`src/rtl/wbsb_pkg.sv`:
```
package wbsb_pkg;
  typedef enum logic [1:0] {
    ACC_IDLE  = 2'd0,
    ACC_READ  = 2'd1,
    ACC_WRITE = 2'd2
  } acc_kind_e;
endpackage

```
`src/rtl/wbsb_handshake.sv`:
```
module wbsb_handshake (
  input  logic clk,
  input  logic rst,
  input  logic cyc,
  input  logic stb,
  output logic ack,
  output logic req_new
);
  logic req;
  logic ack_q;

  assign req     = cyc & stb & ~rst;
  assign req_new = req & ~ack_q;
  assign ack     = req & ack_q;

  always_ff @(posedge clk) begin
    if (rst) ack_q <= 1'b0;
    else     ack_q <= req & ~ack_q;
  end

  AST_ACK_ONE_CYCLE: assert property (@(posedge clk) disable iff (rst)
    ack |=> !ack);
  AST_ACK_FOLLOWS_REQ: assert property (@(posedge clk) disable iff (rst)
    req_new |=> (ack || !(cyc && stb)));
endmodule

```
`src/rtl/wbsb_access.sv`:
```
module wbsb_access
  import wbsb_pkg::*;
#(
  parameter int ADDR_W = 12,
  parameter int DATA_W = 32,
  parameter int SEL_W  = DATA_W / 8,
  parameter int WORD_AW = ADDR_W - 2
) (
  input  logic [ADDR_W-1:0]  adr,
  input  logic [DATA_W-1:0]  wdat,
  input  logic [SEL_W-1:0]   sel,
  input  logic               we,
  input  logic               req_new,
  input  logic               ack,
  input  logic [DATA_W-1:0]  mem_rdata,
  output logic               mem_en,
  output logic               mem_we,
  output logic [WORD_AW-1:0] mem_addr,
  output logic [SEL_W-1:0]   mem_be,
  output logic [DATA_W-1:0]  mem_wdata,
  output logic [DATA_W-1:0]  rdata
);
  localparam int OFS = ADDR_W - WORD_AW;

  function automatic logic [WORD_AW-1:0] word_index(input logic [ADDR_W-1:0] a);
    return a[ADDR_W-1:OFS];
  endfunction

  function automatic logic [DATA_W-1:0] lane_mask(input logic [SEL_W-1:0] s);
    logic [DATA_W-1:0] m;
    for (int i = 0; i < SEL_W; i++) m[i*8 +: 8] = {8{s[i]}};
    return m;
  endfunction

  acc_kind_e kind;

  always_comb begin
    kind = ACC_IDLE;
    if (ack && we)           kind = ACC_WRITE;
    else if (req_new && !we) kind = ACC_READ;
  end

  assign mem_en    = (kind != ACC_IDLE);
  assign mem_we    = (kind == ACC_WRITE);
  assign mem_addr  = word_index(adr);
  assign mem_be    = (kind == ACC_WRITE) ? sel : '0;
  assign mem_wdata = wdat;
  assign rdata     = (ack && !we) ? (mem_rdata & lane_mask(sel)) : '0;
endmodule

```
`src/rtl/wb_sram_bridge.sv`:
```
module wb_sram_bridge #(
  parameter int ADDR_W = 12,
  parameter int DATA_W = 32,
  localparam int SEL_W  = DATA_W / 8,
  localparam int WORD_AW = ADDR_W - 2
) (
  input  logic               clk,
  input  logic               rst,
  input  logic [ADDR_W-1:0]  bus_adr_i,
  input  logic [DATA_W-1:0]  bus_dat_i,
  input  logic [SEL_W-1:0]   bus_sel_i,
  input  logic               bus_we_i,
  input  logic               bus_cyc_i,
  input  logic               bus_stb_i,
  output logic [DATA_W-1:0]  bus_dat_o,
  output logic               bus_ack_o,
  output logic               mem_en_o,
  output logic               mem_we_o,
  output logic [WORD_AW-1:0] mem_addr_o,
  output logic [SEL_W-1:0]   mem_be_o,
  output logic [DATA_W-1:0]  mem_wdata_o,
  input  logic [DATA_W-1:0]  mem_rdata_i
);
  logic req_new;

  wbsb_handshake u_hs (
    .clk     (clk),
    .rst     (rst),
    .cyc     (bus_cyc_i),
    .stb     (bus_stb_i),
    .ack     (bus_ack_o),
    .req_new (req_new)
  );

  wbsb_access #(
    .ADDR_W (ADDR_W),
    .DATA_W (DATA_W),
    .SEL_W  (SEL_W),
    .WORD_AW(WORD_AW)
  ) u_acc (
    .adr       (bus_adr_i),
    .wdat      (bus_dat_i),
    .sel       (bus_sel_i),
    .we        (bus_we_i),
    .req_new   (req_new),
    .ack       (bus_ack_o),
    .mem_rdata (mem_rdata_i),
    .mem_en    (mem_en_o),
    .mem_we    (mem_we_o),
    .mem_addr  (mem_addr_o),
    .mem_be    (mem_be_o),
    .mem_wdata (mem_wdata_o),
    .rdata     (bus_dat_o)
  );

  AST_WRITE_ON_ACK: assert property (@(posedge clk) disable iff (rst)
    (mem_en_o && mem_we_o) |-> bus_ack_o);
  AST_READ_BEFORE_ACK: assert property (@(posedge clk) disable iff (rst)
    (bus_ack_o && !bus_we_i) |-> $past(mem_en_o && !mem_we_o));
  AST_ACK_NEEDS_STB: assert property (@(posedge clk) disable iff (rst)
    bus_ack_o |-> (bus_cyc_i && bus_stb_i));
endmodule

```
`config.mk`:
```
export PLATFORM = sky130hd
export DESIGN_NAME = wb_sram_bridge
export DESIGN_NICKNAME = d
export VERILOG_FILES = /design/src/rtl/wbsb_pkg.sv /design/src/rtl/wbsb_handshake.sv /design/src/rtl/wbsb_access.sv /design/src/rtl/wb_sram_bridge.sv
export SDC_FILE = /design/constraint.sdc
export NUM_CORES = 1
export LEC_CHECK = 0
export BUFFER_PORTS_ARGS = -buffer_cell sky130_fd_sc_hd__clkbuf_2
export CORE_ASPECT_RATIO = 1.4
export CORE_MARGIN = 10
export CORE_UTILIZATION = 24
export CTS_BUF_LIST = sky130_fd_sc_hd__clkbuf_4 sky130_fd_sc_hd__clkbuf_8
export DETAILED_ROUTE_END_ITERATION = 6
export PLACE_DENSITY = 0.9
export SYNTH_ARGS = -nofsm -noshare
export SYNTH_HDL_FRONTEND = slang
export SYNTH_SLANG_ARGS = --single-unit
```
`constraint.sdc`:
```
create_clock -name clk -period 0.98 [get_ports clk]
set_input_delay 0 -clock clk [delete_from_list [all_inputs] [get_ports clk]]
set_output_delay 0 -clock clk [all_outputs]
set_load 0.02 [all_outputs]
```
==> results of run 1 <==
through the flow:
| stage | setup TNS (ps) | util |
|---|---|---|
| floorplan | -868.1 | - |
| global placement | -1308 | 0.2970 |
| detailed placement | -2558 | 0.2970 |
| CTS | -121.5 | 0.3219 |
| global route | -898.1 | 0.3799 |
| finish | -158.0 | 0.3799 |
logic make-up (layout without fill, tap and decap cells):
family,Yosys count,in the layout,synth area share
AND/OR/NAND/NOR,57,57,0.5165
buffers and inverters,46,84,0.4570
flip-flops,1,1,0.02649
what timing repair did:
item / CTS / global route
pin swaps: 0 / 1
endpoints found under the setup margin: 36 / 35
hold buffers: 0 / 0
gates resized for setup: 21 / 81
power groups by stage:
stage	clock network [mW]	registers [mW]	logic (mW)
floorplan	0	0.0453	0.312
global placement	0	0.0450	0.171
detailed placement	0	0.0453	0.174
CTS	0	0.0454	0.177
global route	0	0.0447	0.211
finish	0	0.0442	0.188
how the worst max path moves through the flow:
stage / start / endpoint / slack, ps / cells after the start
2_1_floorplan: u_hs.ack_q / bus_dat_o[24] / -120 / 2
3_3_place_gp: u_hs.ack_q / mem_be_o[2] / -100 / 4
3_5_place_dp: u_hs.ack_q / mem_be_o[2] / -120 / 4
4_1_cts: u_hs.ack_q / bus_dat_o[24] / -20 / 3
5_1_grt: u_hs.ack_q / bus_dat_o[7] / -70 / 4
6_report: u_hs.ack_q / bus_dat_o[7] / -30 / 4
layout make-up:
class | count | area [µm²]
Fill cell | 291 | 1899
Timing Repair Buffer | 84 | 644.4
Multi-Input combinational cell | 57 | 446.7
Tap cell | 39 | 48.80
Sequential cell | 1 | 23.77
cells in the final DEF (no fill, tap or decap), types with 2 or more instances in the layout:
cell type | netlist | routed
and3_2 | 4 | 4
buf_6 | 1 | 20
clkbuf_8 | 0 | 5
and4b_2 | 2 | 2
nor3_2 | 0 | 8
nand2_1 | 8 | 8
and3_1 | 24 | 23
and2_1 | 3 | 2
buf_4 | 44 | 12
clkbuf_2 | 0 | 44
per-layer routing:
layer	vias to the layer above	share of wire	GRT usage
met3	38	0.22	0.08010
li1	392	-	-
met5	-	0	0
met4	0	0.064	0.07303
met1	368	0.27	0.07968
met2	81	0.45	0.1972
==> impl_metrics.py, run 1 <==
metrics = {
    "grt": {
        "grt_pass1_wl_mm": 5.092,
        "antenna_found_initial": 0,
        "grt_max_degree": 25,
        "grt_pass1_vias": 974,
        "grt_usage": 0.1113,
        "grt_overflow": 0,
    },
    "synthesis": {
        "yosysWarnings": 0,
        "synth_top_area_share": 0.4371,
        "synth_area_leader_cell": "buf_4",
        "synth_edf_count": 0,
        "synth_most_common_cell": "buf_4",
        "synth-async-reset-ratio": 0,
        "yosys-top-cells-count": "buf_4, and3_1, nand2_1, nor3_1, and3_2",
        "yosys-top-cells-area": "buf_4, and3_1, nor3_1",
        "netlist_area_um2": 755.7,
        "synth-main-ff-cell": "dfxtp_1",
        "syn_nets": 189,
        "seq_area_frac_synth": 0.02649,
        "postSynthCellCount": 104,
        "avgSynthCellArea_um2": 7.267,
        "ys_ff_latch": 1,
        "yosysUniqueCellTypes": 18,
    },
    "power": {
        "pwr-share-clk": 0,
        "p_switching_uw": 92.41,
        "p_int_uw": 139.9,
        "p_leak_nw": 0.7027,
        "sw_frac_of_total": 0.3977,
        "p_per_area_nw_per_um2": 199.7,
        "vdd_ir_drop_max_mv": 0.1708,
        "seqPwrFrac": 0.190,
        "power_frac_comb": 0.810,
        "power.total_uw": 232.3,
    },
    "sta": {
        "setup_ws_ps": -34.32,
        "fin_skew_ps": 0,
        "worst_pin_slew_ps": 223.3,
        "max_freq_mhz": 985.9,
        "final-setup-viol-count": 10,
        "drv_slew": 0,
        "finalHoldViolCount": 0,
        "holdWs_ps": 0.008846,
        "fin_crit_sh": 1.035,
        "min_period_ps": 1014,
        "relSlewSlack": 0.8511,
        "grt_setup_unrepaired": "true",
    },
    "drt": {
        "drtIter0Drc": 38,
        "firstDrtPassIters": 2,
        "via_per_inst": 4.856,
        "ant_nets": 0,
        "avgRoutedWirePerCell_um": 21.30,
        "vias": 879,
        "drc_errors": 0,
        "routed_wl_mm": 3.856,
    },
    "worst_hold_path": {
        "min_to": "mem_wdata_o[23]",
        "hold_class": "input pin to output pin",
        "hold_depth": 0,
        "worst_hold_startpoint": "bus_dat_i[23]",
    },
    "die": {
        "design.portCount": 166,
        "die-area_um2": 5825,
        "rows": 24,
        "fp.dieH_um": 86.40,
        "start_util": 0.2467,
        "die_x_um": 67.43,
        "core_um2": 3063,
    },
    "cells_and_area": {
        "regMostFlops": "u_hs.ack_q",
        "reg_top3": "u_hs.ack_q (1)",
        "fin_cells": 181,
        "postLayoutCellArea_um2": 1164,
        "nets": 229,
        "antenna_cells": 0,
        "largest_reg_flops": 1,
        "syn_to_final_growth_pct": 53.97,
        "drive_gt1_frac": 0.7535,
    },
    "setup_path": {
        "r2r_setup_slack_ps": 320,
        "r2r_cells": 2,
        "crit_arrival_ps": 1010,
        "critPathBufInv": 2,
        "r2r-start": "u_hs.ack_q",
        "crit_required_ps": 980,
        "critPathMaxFanout": 24,
        "critPathLaunchType": "flop",
        "crit_family": "simple AND/OR/NAND/NOR gates",
        "slowest_stage": "dfxtp_4",
        "crit_chain": "nor2b_4, buf_12, and3_2, clkbuf_8",
        "max_stage_delay_ps": 350,
        "rr_endpoint": "u_hs.ack_q",
        "worstSetupPathType": "flop to output pin",
        "cp-end-kind": "output pin",
    },
    "status": {
        "status": "finished with violations",
        "violations": "negative setup slack",
    },
    "placement": {
        "io_buffers": 79,
        "place_congestion": 0.7979,
        "hpwlAfterDp_mm": 3.239,
        "dp_slack_ps": -119.3,
        "postPlaceCellArea_um2": 909.6,
        "place_inst": 181,
    },
    "clock_network": {
        "cts_post_setup_buffers_inserted": 0,
        "insertion_delay_ps": 0,
        "cts.reportedPaths.clkPinSlew_ps": 0,
    },
    "job": {
        "drv_cap": 0,
    },
}
No activity file was read; power rests on OpenSTA's default activity.
==> inputs of run 2 (changes only) <==
--- a/config.mk
+++ b/config.mk
@@ -5,13 +5,15 @@
 export SDC_FILE = /design/constraint.sdc
 export NUM_CORES = 1
 export LEC_CHECK = 0
+export ABC_CLOCK_PERIOD_IN_PS = 980
 export BUFFER_PORTS_ARGS = -buffer_cell sky130_fd_sc_hd__clkbuf_2
 export CORE_ASPECT_RATIO = 1.4
 export CORE_MARGIN = 10
 export CORE_UTILIZATION = 24
 export CTS_BUF_LIST = sky130_fd_sc_hd__clkbuf_4 sky130_fd_sc_hd__clkbuf_8
 export DETAILED_ROUTE_END_ITERATION = 6
-export PLACE_DENSITY = 0.9
+export PLACE_DENSITY = 0.82
+export SLEW_MARGIN = 10
 export SYNTH_ARGS = -nofsm -noshare
 export SYNTH_HDL_FRONTEND = slang
 export SYNTH_SLANG_ARGS = --single-unit
==> run 2 against run 1 <==
The run still ends with negative setup slack left. Worst hold slack barely moved. Total power fell by 0.15%. Global-route usage fell by 0.89 points. Critical path depth did not move. Sequential cell count is the same. Via count down 2.8%. Largest cell class unchanged. Die area did not move. Maximum frequency grew 0.22%. First-iteration DRC count shrank 16%. Wire length is 12% lower. Final cell count up 0.55%. Core utilization grew 0.74 points.
==> impl_metrics.py, run 2 (synthesized netlist as in run 1, its figures left out) <==
metrics = {
    "sta": {
        "finalHoldViolCount": 0,
        "grt_setup_unrepaired": "true",
        "drv_slew": 0,
        "max_freq_mhz": 988.0,
        "relSlewSlack": 0.8613,
        "min_period_ps": 1012,
        "setup_ws_ps": -32.13,
        "fin_skew_ps": 0,
        "worst_pin_slew_ps": 208.0,
        "fin_crit_sh": 1.033,
        "final-setup-viol-count": 24,
    },
    "grt": {
        "grt-busiest-layer": "met2",
        "grt_usage": 0.1024,
        "met3_usage": 0.03101,
        "grtUsageMet2": 0.1981,
        "grt_pass1_wl_mm": 4.788,
        "grt_max_degree": 25,
        "grt_pass1_vias": 927,
        "antenna_found_initial": 0,
        "grt_overflow": 0,
        "met1_usage": 0.08047,
    },
    "power": {
        "vdd_ir_drop_max_mv": 0.1336,
        "pwr-share-clk": 0,
        "p_leak_nw": 0.7190,
        "p_switching_uw": 89.76,
        "p_per_area_nw_per_um2": 195.6,
        "p_int_uw": 142.2,
        "seqPwrFrac": 0.191,
        "power.total_uw": 232.0,
        "power_frac_comb": 0.809,
        "sw_frac_of_total": 0.3869,
    },
    "cells_and_area": {
        "nets": 230,
        "antenna_cells": 0,
        "reg_top3": "u_hs.ack_q (1)",
        "final_common_cell": "clkbuf_2",
        "syn_to_final_growth_pct": 56.95,
        "fin_cells": 182,
        "final_cell_mix": "clkbuf_2, and3_1, clkbuf_8",
        "fillers": 300,
        "drive_gt1_frac": 0.7413,
        "largest_reg_flops": 1,
        "regMostFlops": "u_hs.ack_q",
    },
    "drt": {
        "ant_nets": 0,
        "drtIter0Drc": 32,
        "drc_errors": 0,
        "firstDrtPassIters": 3,
        "vias": 854,
        "via_per_inst": 4.692,
        "routed_wl_mm": 3.396,
        "avgRoutedWirePerCell_um": 18.66,
    },
    "clock_network": {
        "cts_hold_buffers": 0,
        "insertion_delay_ps": 0,
        "cts_post_setup_buffers_inserted": 0,
        "cts.reportedPaths.clkPinSlew_ps": 0,
    },
    "job": {
        "drv_cap": 0,
    },
    "setup_path": {
        "critPathMaxFanout": 24,
        "critPathCapture": "bus_dat_o[16]",
        "r2r-start": "u_hs.ack_q",
        "critPathLaunchType": "flop",
        "r2r_setup_slack_ps": 350,
        "rr_endpoint": "u_hs.ack_q",
        "crit_required_ps": 980,
        "crit_arrival_ps": 1010,
        "crit_start": "u_hs.ack_q",
        "r2r_cells": 2,
        "cp-end-kind": "output pin",
        "worstSetupPathType": "flop to output pin",
    },
    "die": {
        "design.portCount": 166,
        "core_um2": 3063,
        "die-area_um2": 5825,
        "fp.dieH_um": 86.40,
        "start_util": 0.2467,
        "rows": 24,
        "die_x_um": 67.43,
    },
    "placement": {
        "io_buffers": 79,
        "hpwlAfterDp_mm": 2.884,
        "place_congestion": 0.7925,
        "place_inst": 182,
    },
    "status": {
        "status": "finished with violations",
        "violations": "negative setup slack",
    },
    "worst_hold_path": {
        "hold_class": "input pin to output pin",
        "hold_depth": 0,
    },
}
## run 2: cell count changes in the layout (fill, tap and decap cells not counted), sizes merged
cell,change
clkbuf,+22
buf,-21
## run 2: cell type report
class / count / area [µm²] / share of cell area
Tap cell: 39 / 48.80 / 0.04114
Sequential cell: 1 / 23.77 / 0.02004
Multi-Input combinational cell: 57 / 436.7 / 0.3681
Timing Repair Buffer: 85 / 676.9 / 0.5707
## run 2: metrics by stage
stage	area [µm²]	hold WS [ps]	TNS, ps	setup slack [ps]	utilization
floorplan	760.7	52.71	-868.1	-119.8	-
CTS	1145	0.1367	-332.4	-22.21	0.3738
finish	1186	0.007769	-408.6	-32.13	0.3873
global placement	917.1	0.1367	-1115	-54.59	0.2994
detailed placement	917.1	0.1367	-2225	-103.1	0.2994
global route	1186	0.02923	-1467	-86.97	0.3873
## run 2: critical path, stage by stage (launching register included)
cell and delay (ps):
dfxtp_4 350, nor2b_4 180, buf_12 150, and3_1 180, clkbuf_8 150
## run 2: power groups by stage
stage / logic [mW] / clock network (mW) / registers [mW]
floorplan: 0.312 / 0 / 0.0453
global placement: 0.174 / 0 / 0.0449
detailed placement: 0.179 / 0 / 0.0451
CTS: 0.186 / 0 / 0.0442
global route: 0.212 / 0 / 0.0446
finish: 0.188 / 0 / 0.0443
## run 2: per-layer routing
layer	vias to the layer above	part of all wire
met5	-	0
met4	0	0.070
met3	36	0.16
met2	71	0.48
met1	354	0.29
li1	393	-
## run 2: what timing repair did
| item | 4_1_cts | 5_1_grt |
|---|---|---|
| endpoints found under the setup margin | 36 | 31 |
| pin swaps | 0 | 1 |
| gates resized for setup | 53 | 18 |
## run 2: how the worst min path moves through the flow
stage	start	end
after floorplan	bus_we_i	bus_dat_o[31]
after global placement	bus_adr_i[6]	mem_addr_o[4]
after detailed placement	bus_adr_i[6]	mem_addr_o[4]
after CTS	bus_adr_i[6]	mem_addr_o[4]
after global routing	bus_dat_i[5]	mem_wdata_o[5]
final	bus_dat_i[23]	mem_wdata_o[23]
==> inputs of run 3 (changes only) <==
--- a/config.mk
+++ b/config.mk
@@ -6,13 +6,11 @@
 export NUM_CORES = 1
 export LEC_CHECK = 0
 export ABC_CLOCK_PERIOD_IN_PS = 980
-export BUFFER_PORTS_ARGS = -buffer_cell sky130_fd_sc_hd__clkbuf_2
-export CORE_ASPECT_RATIO = 1.4
-export CORE_MARGIN = 10
-export CORE_UTILIZATION = 24
+export CORE_AREA = 10 10 56 58
 export CTS_BUF_LIST = sky130_fd_sc_hd__clkbuf_4 sky130_fd_sc_hd__clkbuf_8
 export DETAILED_ROUTE_END_ITERATION = 6
-export PLACE_DENSITY = 0.82
+export DIE_AREA = 0 0 66 68
+export DONT_BUFFER_PORTS = 1
 export SLEW_MARGIN = 10
 export SYNTH_ARGS = -nofsm -noshare
 export SYNTH_HDL_FRONTEND = slang
==> run 3 against run 2 <==
The run now ends clean. Sequential cell count is the same. Total power shrank 47%. Wire length shrank 6.9%. Via count shrank 29%. Sequential power is essentially flat. Critical endpoint is now bus_dat_o[9].
==> impl_metrics.py, run 3 (synthesized netlist as in run 1, its figures left out) <==
metrics = {
    "setup_path": {
        "r2r_cells": 2,
        "critPathBufInv": 1,
        "crit_arrival_ps": 940,
        "critPathMaxFanout": 24,
        "critPathCapture": "bus_dat_o[9]",
        "rr_endpoint": "u_hs.ack_q",
        "crit_chain": "nor2b_4, buf_12, and3_4",
        "cp_num_cells": 3,
        "r2r-start": "u_hs.ack_q",
        "cp-end-kind": "output pin",
        "max_stage_delay_ps": 350,
        "worstSetupPathType": "flop to output pin",
        "crit_required_ps": 980,
        "critPathLaunchType": "flop",
        "crit_start": "u_hs.ack_q",
        "r2r_setup_slack_ps": 350,
        "slowest_stage": "dfxtp_4",
        "crit_family": "simple AND/OR/NAND/NOR gates",
    },
    "cells_and_area": {
        "final_cell_mix": "and3_4, buf_4, nand2_1",
        "fin_cells": 98,
        "syn_to_final_growth_pct": -7.782,
        "reg_top3": "u_hs.ack_q (1)",
        "largest_reg_flops": 1,
        "nets": 157,
        "final_common_cell": "and3_4",
        "drive_gt1_frac": 0.7286,
        "fin_util": 0.3310,
        "regMostFlops": "u_hs.ack_q",
        "postLayoutCellArea_um2": 696.9,
        "antenna_cells": 0,
        "fillers": 215,
    },
    "placement": {
        "io_buffers": 0,
        "hpwlAfterDp_mm": 2.685,
        "place_congestion": 0.7492,
        "postPlaceCellArea_um2": 553.0,
        "place_inst": 98,
        "dp_slack_ps": -68.34,
    },
    "grt": {
        "grt_pass1_wl_mm": 4.133,
        "grt_pass1_vias": 634,
        "antenna_found_initial": 0,
        "grt_max_degree": 25,
        "grt_overflow": 0,
        "grt_usage": 0.1140,
    },
    "drt": {
        "drtIter0Drc": 16,
        "firstDrtPassIters": 4,
        "vias": 605,
        "via_per_inst": 6.173,
        "routed_wl_mm": 3.162,
        "drc_errors": 0,
        "avgRoutedWirePerCell_um": 32.27,
        "ant_nets": 0,
    },
    "die": {
        "core_um2": 2106,
        "die_x_um": 66,
        "die-area_um2": 4488,
        "design.portCount": 166,
        "start_util": 0.3589,
        "fp.dieH_um": 68,
        "rows": 17,
    },
    "sta": {
        "setup_ws_ps": 42.30,
        "relSlewSlack": 0.8178,
        "holdWs_ps": 0.008852,
        "final-setup-viol-count": 0,
        "min_period_ps": 937.7,
        "finalHoldViolCount": 0,
        "setup_tns_ps": 0,
        "fin_skew_ps": 0,
        "grt_setup_unrepaired": "true",
        "fin_crit_sh": 0.9568,
        "max_freq_mhz": 1066,
        "drv_slew": 0,
        "worst_pin_slew_ps": 272.5,
    },
    "power": {
        "power.total_uw": 122.7,
        "p_leak_nw": 0.2928,
        "p_per_area_nw_per_um2": 176.1,
        "vdd_ir_drop_max_mv": 0.1042,
    },
    "clock_network": {
        "cts_hold_buffers": 0,
        "insertion_delay_ps": 0,
        "cts.reportedPaths.clkPinSlew_ps": 0,
    },
    "worst_hold_path": {
        "hold_class": "input pin to output pin",
        "worst_hold_startpoint": "bus_dat_i[17]",
    },
    "status": {
        "status": "finished, final reports clean",
    },
    "job": {
        "drv_cap": 0,
    },
}
run 3: cell types whose count changed in the layout (fill, tap and decap cells not counted), moves of 3 or more:
| cell | before | now |
|---|---|---|
| clkbuf_2 | 47 | 0 |
| clkbuf_8 | 24 | 0 |
| and3_4 | 0 | 24 |
| and3_1 | 24 | 0 |
| nor3_1 | 1 | 6 |
| buf_4 | 8 | 11 |
| buf_2 | 4 | 0 |
| nor3_2 | 7 | 1 |
run 3: cell type report:
type / instances / area, µm² / area share
Timing Repair Buffer: 12 / 102.6 / 0.1472
Sequential cell: 1 / 23.77 / 0.03411
Tap cell: 28 / 35.03 / 0.05027
Multi-Input combinational cell: 57 / 535.5 / 0.7684
run 3: timing repair:
action,4_1_cts,5_1_grt
gates cloned,0,0
resized for setup,23,30
pin swaps,0,1
endpoints found under the setup margin,34,35
setup buffers,0,0
run 3: layer usage:
metal,track usage,wire [µm]
met5,0,0
met4,0.03927,106
met1,0.06893,752
met2,0.2174,1528
met3,0.1175,775
run 3: where the power goes:
group / total [mW] / internal (mW) / switching (mW)
Combinational: 0.0783 / 0.0383 / 0.0400
Clock: 0 / 0 / 0
Sequential: 0.0444 / 0.0418 / 0.00258
Total: 0.123 / 0.0801 / 0.0426
run 3: worst min-delay path by stage:
stage	slack [ps]	end	cells after the start
3_3_place_gp	0.1	mem_addr_o[5]	0
2_1_floorplan	50	bus_dat_o[31]	1
6_report	0.009	mem_wdata_o[17]	0
4_1_cts	0.1	mem_addr_o[5]	0
5_1_grt	0.03	mem_addr_o[8]	0
3_5_place_dp	0.1	mem_addr_o[5]	0
run 3: worst register-to-register path: stages (launching register included):
cell     delay [ps]
dfxtp_4         340
buf_4           140
nor2_1           80
